--- src/rtl/hrpwm_pkg.sv ---
// Shared types for the oscillator-timed pulse-width modulator.
// Assumes: only the enum encoding below is visible at the top-level ports.
package hrpwm_pkg;

    // Trigger-source select, as driven on trig_sel_i
    typedef enum logic {
        TRIG_TIMER = 1'b0,
        TRIG_EXT   = 1'b1
    } trig_src_e;

endpackage : hrpwm_pkg

--- src/rtl/hrpwm_period_timer.sv ---
// Free-running period timer. Its tick is high for one cycle in every
// PERIOD_LEN cycles.
// Assumes: PERIOD_LEN >= 2; the first tick comes PERIOD_LEN-1 edges
// after reset is released.
module hrpwm_period_timer #(
    parameter int PERIOD_LEN = 64
) (
    input  logic clk,
    input  logic rst_n,
    output logic tick_o
);
    localparam int CNT_W = (PERIOD_LEN > 2) ? $clog2(PERIOD_LEN) : 1;
    localparam logic [CNT_W-1:0] LAST = CNT_W'(PERIOD_LEN - 1);

    logic [CNT_W-1:0] cnt_q;

    // Count 0..PERIOD_LEN-1 and wrap
    always_ff @(posedge clk) begin
        if (!rst_n) begin
            cnt_q <= '0;
        end else if (cnt_q == LAST) begin
            cnt_q <= '0;
        end else begin
            cnt_q <= cnt_q + 1'b1;
        end
    end

    // Tick on the last count of each period
    always_comb begin
        tick_o = (cnt_q == LAST);
    end

endmodule : hrpwm_period_timer

--- src/rtl/hrpwm_ext_trig.sv ---
// External trigger conditioner. It synchronizes an asynchronous pin and
// makes a one-cycle pulse for each rising edge.
// Assumes: the pin stays at each level for at least SYNC_STAGES+1 clock
// cycles. A pin change set up before edge k gives an edge pulse in the
// cycle after edge k+SYNC_STAGES-1.
module hrpwm_ext_trig #(
    parameter int SYNC_STAGES = 2
) (
    input  logic clk,
    input  logic rst_n,
    input  logic pin_i,
    output logic rise_o
);
    logic [SYNC_STAGES:0] shr_q;

    // Synchronizer chain plus one history stage for edge detection
    always_ff @(posedge clk) begin
        if (!rst_n) begin
            shr_q <= '0;
        end else begin
            shr_q <= {shr_q[SYNC_STAGES-1:0], pin_i};
        end
    end

    // Rising edge: synchronized level high, previous level low
    always_comb begin
        rise_o = shr_q[SYNC_STAGES-1] & ~shr_q[SYNC_STAGES];
    end

endmodule : hrpwm_ext_trig

--- src/rtl/hrpwm_nco.sv ---
// Phase accumulator that times the pulse width. On start it clears the
// accumulator and latches the increment. While run_i is high it adds the
// latched increment every cycle and raises ovf_o in the cycle whose sum
// carries out of the top bit.
// Assumes: start_i and run_i are never high together.
module hrpwm_nco #(
    parameter int ACC_W = 20
) (
    input  logic             clk,
    input  logic             rst_n,
    input  logic             start_i,
    input  logic             run_i,
    input  logic [ACC_W-1:0] inc_i,
    output logic             ovf_o
);
    logic [ACC_W-1:0] acc_q;
    logic [ACC_W-1:0] inc_q;
    logic [ACC_W:0]   sum;

    // Next accumulator value, with the carry in the top bit
    always_comb begin
        sum   = {1'b0, acc_q} + {1'b0, inc_q};
        ovf_o = run_i & sum[ACC_W];
    end

    // Clear and latch on start; accumulate while running
    always_ff @(posedge clk) begin
        if (!rst_n) begin
            acc_q <= '0;
            inc_q <= '0;
        end else if (start_i) begin
            acc_q <= '0;
            inc_q <= inc_i;
        end else if (run_i) begin
            acc_q <= sum[ACC_W] ? '0 : sum[ACC_W-1:0];
        end
    end

endmodule : hrpwm_nco

--- src/rtl/hrpwm_out_ctl.sv ---
// Set/clear output controller. An idle trigger with a nonzero increment
// sets the output. An accumulator overflow clears it. Triggers that come
// while the output is set are dropped.
// Assumes: ovf_i is only high while the output is set.
module hrpwm_out_ctl (
    input  logic clk,
    input  logic rst_n,
    input  logic trig_i,
    input  logic inc_nz_i,
    input  logic ovf_i,
    output logic start_o,
    output logic active_o
);
    logic act_q;

    // Start only when idle and the increment is usable
    always_comb begin
        start_o  = trig_i & ~act_q & inc_nz_i;
        active_o = act_q;
    end

    // Set on start, clear on overflow
    always_ff @(posedge clk) begin
        if (!rst_n) begin
            act_q <= 1'b0;
        end else if (start_o) begin
            act_q <= 1'b1;
        end else if (ovf_i) begin
            act_q <= 1'b0;
        end
    end

endmodule : hrpwm_out_ctl

--- src/rtl/hrpwm_ctrl.sv ---
// Top level of the oscillator-timed pulse-width modulator. It selects the
// period trigger source, then joins the output controller and the phase
// accumulator.
// Assumes: trig_sel_i is quasi-static; inc_val_i may change at any time
// and is taken only when a pulse starts.
module hrpwm_ctrl #(
    parameter int ACC_W       = 20,
    parameter int PERIOD_LEN  = 64,
    parameter int SYNC_STAGES = 2
) (
    input  logic             clk,
    input  logic             rst_n,
    input  logic [ACC_W-1:0] inc_val_i,
    input  logic             trig_sel_i,
    input  logic             ext_trig_i,
    output logic             pwm_o,
    output logic             busy_o
);
    import hrpwm_pkg::*;

    trig_src_e src;
    logic      tmr_tick;
    logic      ext_rise;
    logic      trig_sel;
    logic      pulse_start;
    logic      pulse_act;
    logic      nco_ovf;
    logic      inc_nz;

    hrpwm_period_timer #(.PERIOD_LEN(PERIOD_LEN)) tmr_i (
        .clk    (clk),
        .rst_n  (rst_n),
        .tick_o (tmr_tick)
    );

    hrpwm_ext_trig #(.SYNC_STAGES(SYNC_STAGES)) ext_i (
        .clk    (clk),
        .rst_n  (rst_n),
        .pin_i  (ext_trig_i),
        .rise_o (ext_rise)
    );

    // Pick the period source and qualify the increment
    always_comb begin
        src      = trig_src_e'(trig_sel_i);
        trig_sel = (src == TRIG_EXT) ? ext_rise : tmr_tick;
        inc_nz   = |inc_val_i;
    end

    hrpwm_out_ctl ctl_i (
        .clk      (clk),
        .rst_n    (rst_n),
        .trig_i   (trig_sel),
        .inc_nz_i (inc_nz),
        .ovf_i    (nco_ovf),
        .start_o  (pulse_start),
        .active_o (pulse_act)
    );

    hrpwm_nco #(.ACC_W(ACC_W)) nco_i (
        .clk     (clk),
        .rst_n   (rst_n),
        .start_i (pulse_start),
        .run_i   (pulse_act),
        .inc_i   (inc_val_i),
        .ovf_o   (nco_ovf)
    );

    // Drive the outputs from the controller state
    always_comb begin
        pwm_o  = pulse_act;
        busy_o = pulse_act;
    end

endmodule : hrpwm_ctrl

--- config.mk ---
export PLATFORM = sky130hd
export DESIGN_NAME = hrpwm_ctrl
export DESIGN_NICKNAME = d
export VERILOG_FILES = /design/src/rtl/hrpwm_pkg.sv /design/src/rtl/hrpwm_period_timer.sv /design/src/rtl/hrpwm_ext_trig.sv /design/src/rtl/hrpwm_nco.sv /design/src/rtl/hrpwm_out_ctl.sv /design/src/rtl/hrpwm_ctrl.sv
export SDC_FILE = /design/constraint.sdc
export NUM_CORES = 1
export LEC_CHECK = 0
export BUFFER_PORTS_ARGS = -buffer_cell sky130_fd_sc_hd__buf_4
export CORE_UTILIZATION = 45
export CTS_CLUSTER_DIAMETER = 80
export DETAILED_ROUTE_END_ITERATION = 7
export GPL_TIMING_DRIVEN = 0
export SETUP_SLACK_MARGIN = 0.1
export SYNTH_ARGS = -nofsm -noshare
export SYNTH_HDL_FRONTEND = slang
export SYNTH_SLANG_ARGS = --single-unit
--- constraint.sdc ---
create_clock -name clk -period 6.18 [get_ports clk]
set_input_delay 0 -clock clk [delete_from_list [all_inputs] [get_ports clk]]
set_output_delay 0 -clock clk [all_outputs]
set_load 0.005 [all_outputs]
==> parameters.txt, run 1 <==
Parameter                              Value

Worst setup path
  Setup Crit Path Kind    reg2reg
  Slowest Stage Delay on Critical Path    440 ps
  Slowest cell on the critical path    fa_1
  Family with the most delay on the worst path    compound AO/OA/AOI/OAI gates
  Worst R2R End    nco_i.acc_q[16]
  Number of buffer and inverter instances along the worst setup path    1
  Critical Path Start Type    register
  Startpoint of the lowest-slack register-to-register path    nco_i.inc_q[0]
  Largest fanout of any net on the critical path    10
  Worst EP required    6420 ps
  Worst endpoint data arrival time    3170 ps
  Depth of the most critical reg-to-reg path    10
  Ordered cell list for the critical path    ha_1, fa_1, a211oi_1, o21ai_1, o221ai_1, a21oi_1, o41ai_2, buf_2, a22oi_1, nor2_1
  Slack of the worst reg-to-reg path    3250 ps
  Setup crit end kind    register

Synth
  Yosys reg bits    50
  Count of synthesis-stage warnings from yosys    0
  Share of async-settable or async-resettable flops after synthesis    0%
  Top cell type's share of synthesized area    34.4%
  Top FF cell, synth    dfxtp_1
  Cell type contributing the most total cell area after synthesis    dfxtp_1
  Number of instances in the synthesized netlist    317
  Cell types with the largest area share after synthesis    dfxtp_1 (34%), ha_1 (9.0%), mux2i_1 (6.9%)
  Unique cell type count in the Yosys netlist    54
  Synthesized netlist net count    363
  Top cell types by occurrence after synthesis    dfxtp_1 (50), nor2_1 (30), ha_1 (21), nor2b_1 (21), mux2i_1 (20)
  Syn Std Cell Area    2910 sq um
  Most frequently used cell type in the post-synthesis netlist    dfxtp_1
  Number of synthesized flops with an enable pin    0
  Avg Synthesized Cell Area    9.18 sq um
  Proportion of synthesized chip area in sequential cells    34.4%

Power
  Part of the power in the clock network    31.1%
  Static leakage    1.60 nW
  Combinational Power Share    15.7%
  Fraction of power spent switching nets    27.4%
  Internal power contribution    0.460 mW
  Proportion of power drawn by flip-flops and latches    53.2%
  Power density cells    181 nW/um^2
  NetSw    0.173 mW
  Worst IR drop on VDD    89.9 uV

Final layout
  Ratio of cells with drive above 1 in the final layout    14.8%
  Net count, final    416
  Synthesis-to-finish area growth    20.0%
  Final antenna diode count    0
  FILL cells    581

Clock network
  Clock Sink Count    50
  Number of gates resized after cts    0
  Post-CTS setup-driven buffer insertion count    0
  Number of buffers added to fix hold violations after cts    21
  CTS root buffer    clkbuf_8
  Clock Latency Late Sink    320 ps
  Maximum buffer depth of the clock tree    2
  Clock-pin slew reported for the worst setup and hold paths after clock tree synthesis    110 ps
  CTS tree    yes
  Total clock buffers created by CTS    5
  H-tree level count    2

Die
  Die height    82.4 um
  Overall die width    82.4 um
  Die footprint    6790 sq um
  Core footprint    6100 sq um
  Initial core utilization    47.7%
  Number of placed I/O pins    26
  Site Rows    28

Routing
  Post-DRT Antenna Nets    0
  Number of vias in the routed layout    2,474
  Routed len/inst    15.3 um
  Number of iterations in the first detailed-routing pass    4
  Post-detailed-route DRC marker count    0
  Total detailed-routing wirelength    6.82 mm
  Drt via density    5.55
  DRC marker count from the first detailed-route iteration    95

Global routing
  Antenna violations before repair    0
  Congestion Overflow GR    0
  Wire length of the first global-routing pass    11.1 mm
  Vias in the first global route    2,324
  Global-route usage over all layers    22.2%
  Pin count of the biggest net entering global routing    17

Timing
  Count of endpoints failing hold in the final timing report    0
  Slew Limit Fails    0
  Top achievable clock speed    0.342 GHz
  Portion of the clock cycle consumed by the worst path in the final layout    47.4%
  Summed negative setup slack over all endpoints    0 ps
  Slew at the pin closest to its max-slew limit    583 ps
  Setup repair after global routing missed its margin    no
  Min Tclk post-route    2930 ps
  Worst hold slack    143 ps
  Normalized max-slew margin    61.2%
  # setup viols final    0
  Skew final    14.6 ps

Worst hold path
  Hold crit path type    in2reg
  Count of cells along the worst hold path    4
  Endpoint of the worst hold-timing path    nco_i.acc_q[1]
  Hold Crit Start    rst_n

Placed design
  Count of port buffers added during placement    25
  Post-DP HPWL    5.00 mm
  Routability congestion estimate    0.803

Run
  Number of max-cap violations    0

Status
  Status    complete, no violations
[power groups by stage]
stage	clock (mW)	combinational (mW)	sequential (mW)
4_1_cts	0.206	0.0991	0.337
6_report	0.197	0.0996	0.337
3_3_place_gp	0	0.0877	0.344
2_1_floorplan	0	0.0561	0.342
3_5_place_dp	0	0.0886	0.344
5_1_grt	0.215	0.108	0.338
[per-stage QoR]
| stage | std cells | power (mW) | instance area, sq um | worst slack, ps | utilization (%) |
|---|---|---|---|---|---|
| floorplan | 317 | 0.399 | 2910 | 3810 | - |
| global placement | 417 | 0.432 | 3190 | 3330 | 52.4 |
| detailed placement | 417 | 0.433 | 3190 | 3310 | 52.4 |
| CTS | 446 | 0.642 | 3490 | 3290 | 57.3 |
| global route | 446 | 0.661 | 3490 | 3010 | 57.3 |
| finish | 446 | 0.633 | 3490 | 3250 | 57.3 |
[metal layers]
layer  part of all wire (%)  GRT usage [%]  up-vias  wire length, um
met4                    1.5           8.07        0              104
li1                       -              -     1253                -
met1                     49           28.5     1167             3320
met5                      0              0        -                0
met2                     47           37.7       47             3170
met3                    3.2           3.08        7              220
[worst min-delay path: stages]
cell	delay [ps]
buf_4	90
nand2_1	70
clkbuf_8	180
nor2_1	90
[final cells by class]
| class | instances | area (sq um) | share of cell area [%] |
|---|---|---|---|
| Clock inverter | 3 | 21.3 | 0.609 |
| Multi-Input combinational cell | 245 | 1770 | 50.8 |
| Buffer | 16 | 114 | 3.26 |
| Timing Repair Buffer | 46 | 398 | 11.4 |
| Sequential cell | 50 | 1000 | 28.7 |
| Tap cell | 75 | 93.8 | 2.69 |
| Clock buffer | 5 | 68.8 | 1.97 |
| Inverter | 6 | 22.5 | 0.645 |
[placed cells by master, fill, tap and decap left out, types with 3 or more instances in the layout]
| master | n |
|---|---|
| nand2_1 | 11 |
| xnor2_1 | 11 |
| a22oi_1 | 16 |
| dlygate4sd3_1 | 21 |
| buf_4 | 27 |
| clkbuf_1 | 6 |
| a211oi_1 | 4 |
| o21ai_0 | 6 |
| nor2b_1 | 21 |
| a21o_1 | 7 |
| nand3_1 | 9 |
| clkbuf_8 | 7 |
| buf_6 | 3 |
| ha_1 | 21 |
| nand4_1 | 3 |
| and2_1 | 7 |
| and3_1 | 3 |
| o211ai_1 | 3 |
| inv_1 | 5 |
| dfxtp_1 | 50 |
| nor4_1 | 5 |
| xor2_1 | 9 |
| o21a_1 | 3 |
| nor2_1 | 30 |
| o21ai_1 | 4 |
| buf_2 | 3 |
| a21oi_1 | 19 |
| mux2i_1 | 20 |
[cells by family after synthesis]
family                     share of synthesized area [%]
xor gates and xnor gates                            6.02
adders and majority gates                           9.72
DFF                                                 34.4
AOI/OAI and AO/OA                                   19.5
buffers and inverters                               4.69
muxes                                               6.88
and+or+nand+nor                                     18.8
[sequential cells by signal (all words and copies together) (netlist names)]
| signal | count |
|---|---|
| nco_i.acc_q | 20 |
| tmr_i.cnt_q | 6 |
| ext_i.shr_q | 3 |
| ctl_i.active_o | 1 |
| nco_i.inc_q | 20 |
[worst max-delay path by stage]
stage | startpoint | to | slack, ps | depth (start not counted)
floorplan | nco_i.inc_q[0] | nco_i.acc_q[19] | 3810 | 10
global placement | nco_i.inc_q[0] | nco_i.acc_q[14] | 3330 | 10
global route | nco_i.inc_q[0] | nco_i.acc_q[16] | 3010 | 10
finish | nco_i.inc_q[0] | nco_i.acc_q[16] | 3250 | 10
CTS | nco_i.inc_q[0] | nco_i.acc_q[16] | 3290 | 10
detailed placement | nco_i.inc_q[0] | nco_i.acc_q[16] | 3310 | 10
No activity file was read; power rests on OpenSTA's default activity.
==> inputs of run 2 (changes only) <==
--- a/config.mk
+++ b/config.mk
@@ -10,6 +10,7 @@
 export CTS_CLUSTER_DIAMETER = 80
 export DETAILED_ROUTE_END_ITERATION = 7
 export GPL_TIMING_DRIVEN = 0
+export PLACE_DENSITY = 0.66
 export SETUP_SLACK_MARGIN = 0.1
 export SYNTH_ARGS = -nofsm -noshare
 export SYNTH_HDL_FRONTEND = slang
==> constraint.sdc (replaced) <==
create_clock -name clk -period 2.45 [get_ports clk]
set_input_delay 0 -clock clk [delete_from_list [all_inputs] [get_ports clk]]
set_output_delay 0 -clock clk [all_outputs]
set_load 0.005 [all_outputs]
==> run 2 against run 1 <==
  * Highest routed layer unchanged
  * Combinational power grew to 3.2 times the previous value
  * Sequential cell count unchanged
  * Sequential share of layout area down 2.4 points
  * Routed wire length increased by 3.2%
  * Clock power increased to 2.7 times the previous value
  * Fmax increased by 19%
  * Via count rose by 1.6%
  * Cell count grew 2.5%
  * Setup slack lost 3300 ps
  * The flow now finishes with violations (negative setup slack)
  * Worst hold slack gained 6.2 ps
  * Sequential power rose to 2.5 times the previous value
==> parameters.txt, run 2 (synthesis gave the netlist of run 1 again) <==
Parameter                              Value

Clock network
  CTS tree    yes
  Clock Latency Late Sink    310 ps
  Clock Sink Count    50
  Clock-pin slew reported for the worst setup and hold paths after clock tree synthesis    100 ps
  CTS root buffer    clkbuf_8
  Total clock buffers created by CTS    5
  H-tree level count    2
  Maximum buffer depth of the clock tree    2

Worst setup path
  Slowest cell on the critical path    fa_2
  Worst R2R End    nco_i.acc_q[14]
  Startpoint of the lowest-slack register-to-register path    nco_i.acc_q[0]
  Family with the most delay on the worst path    compound AO/OA/AOI/OAI gates
  Worst EP required    2690 ps
  Depth of the most critical reg-to-reg path    11
  Slowest Stage Delay on Critical Path    390 ps
  Slack of the worst reg-to-reg path    -7 ps
  Number of buffer and inverter instances along the worst setup path    2
  Setup Crit Path Kind    reg2reg
  Worst endpoint data arrival time    2690 ps
  Setup crit end kind    register
  Largest fanout of any net on the critical path    5
  Critical Path Start Type    register
  Ordered cell list for the critical path    ha_4, fa_2, a211oi_2, o21ai_2, o221ai_4, a21oi_4, o41ai_4, buf_4, buf_6, a22oi_1, nor2_1

Timing
  Top achievable clock speed    0.407 GHz
  # setup viols final    2
  Normalized max-slew margin    53.7%
  Final WS setup    -7.29 ps
  Min Tclk post-route    2460 ps
  Count of endpoints failing hold in the final timing report    0
  Portion of the clock cycle consumed by the worst path in the final layout    100%
  Slew Limit Fails    0
  Skew final    11.7 ps
  Slew at the pin closest to its max-slew limit    695 ps
  Setup repair after global routing missed its margin    yes

Global routing
  Global-route usage over all layers    22.2%
  Antenna violations before repair    0
  Pin count of the biggest net entering global routing    17
  Wire length of the first global-routing pass    11.2 mm
  Vias in the first global route    2,375
  Congestion Overflow GR    0

Die
  Number of placed I/O pins    26
  Initial core utilization    47.7%
  Die footprint    6790 sq um
  Site Rows    28
  Overall die width    82.4 um
  Core footprint    6100 sq um
  Die height    82.4 um

Placed design
  Routability congestion estimate    0.844
  Dpl cell area    3210 sq um
  Post-DP HPWL    4.75 mm
  Count of port buffers added during placement    25

Power
  Final total power    1.70 mW
  Worst IR drop on VDD    252 uV
  Static leakage    1.71 nW
  Power density cells    444 nW/um^2

Worst hold path
  Count of cells along the worst hold path    4
  Hold crit path type    in2reg
  Hold Crit Start    rst_n
  Endpoint of the worst hold-timing path    nco_i.acc_q[1]

Routing
  Post-DRT Antenna Nets    0
  Wire length on met1    3.17 mm
  Post-detailed-route DRC marker count    0
  Number of iterations in the first detailed-routing pass    4
  DRC marker count from the first detailed-route iteration    107
  Total met2 wirelength after detailed routing    3.53 mm
  Drt via density    5.50
  Routed len/inst    15.4 um
  Uppermost signal routing layer after detailed routing    met4
  Number of vias in the routed layout    2,513
  Detailed route wirelength on metal3    285 um
  Total detailed-routing wirelength    7.03 mm

Final layout
  Ratio of cells with drive above 1 in the final layout    24.6%
  Leading cell types in the layout, fill and taps excluded    dfxtp_1 (48), buf_4 (36), nor2_1 (30), nor2b_1 (21), dlygate4sd3_1 (21)
  Final antenna diode count    0
  Largest registers in the final layout    nco_i.acc_q: 20 flops, nco_i.inc_q: 20 flops, tmr_i.cnt_q: 6 flops
  Synthesis-to-finish area growth    31.1%
  Net count, final    427
  Most common library cell in the layout ignoring fill and taps    dfxtp_1
  Post-route design area    3820 sq um
  FILL cells    547

Run
  Number of max-cap violations    0

Status
  Violations in the final reports    negative setup slack
  Status    finished with violations
==> run 2: cell types whose count changed in the layout (fill, tap and decap cells not counted), sizes merged <==
cell / before / now
buf: 33 / 44
clkbuf: 13 / 14
clkinvlp: 1 / 0
==> run 2: per-stage QoR <==
stage	setup TNS, ps	worst slack, ps	hold slack [ps]	util (%)	cells
3_5_place_dp	-2170	-184	212	52.7	417
3_3_place_gp	-1770	-153	207	52.7	417
4_1_cts	-16.6	-5.47	154	60.0	453
5_1_grt	-1190	-119	170	62.6	457
2_1_floorplan	0	113	127	-	317
6_report	-11.5	-7.29	149	62.6	457
==> run 2: worst register-to-register path: cells and delay by family, from the launching register on <==
| kind | cells | cell delay, ps |
|---|---|---|
| adders and majority gates | 2 | 550 |
| AOI/OAI and AO/OA | 6 | 1040 |
| buffers and inverters | 2 | 320 |
| and+or+nand+nor | 1 | 130 |
| DFF | 1 | 350 |
==> run 2: routing by layer <==
| layer | global-route usage, % | up-vias |
|---|---|---|
| li1 | - | 1274 |
| met1 | 28.7 | 1190 |
| met2 | 38.2 | 43 |
| met3 | 3.74 | 6 |
| met4 | 5.61 | 0 |
| met5 | 0 | - |
==> run 2: repair_timing <==
item,4_1_cts,5_1_grt
buffers inserted,6,4
hold buffers,21,0
resized for setup,17,20
hold endpoints to repair,21,0
pin swaps,12,15
endpoints found under the setup margin,21,21
cloned,1,0
==> run 2: where the power goes <==
part	switching, mW	internal, mW	total, mW
Clock	0.293	0.233	0.526
Combinational	0.154	0.163	0.317
Sequential	0.0189	0.834	0.853
==> run 2: area by class of cell <==
type	count	area, sq um	area share, %
Multi-Input combinational cell	245	1990	52.1
Sequential cell	50	1000	26.3
Timing Repair Buffer	57	492	12.9
Buffer	16	116	3.05
Tap cell	75	93.8	2.46
Clock buffer	6	82.6	2.16
Inverter	6	22.5	0.590
Clock inverter	2	17.5	0.459
==> run 2: worst max-delay path by stage <==
stage	from	endpoint	slack, ps	depth (start not counted)
CTS	nco_i.acc_q[0]	nco_i.acc_q[15]	-5	10
global placement	nco_i.inc_q[0]	nco_i.acc_q[13]	-150	10
detailed placement	nco_i.inc_q[0]	nco_i.acc_q[16]	-180	10
global route	nco_i.acc_q[0]	nco_i.acc_q[7]	-120	11
finish	nco_i.acc_q[0]	nco_i.acc_q[14]	-7	11
floorplan	nco_i.inc_q[0]	nco_i.acc_q[19]	110	10
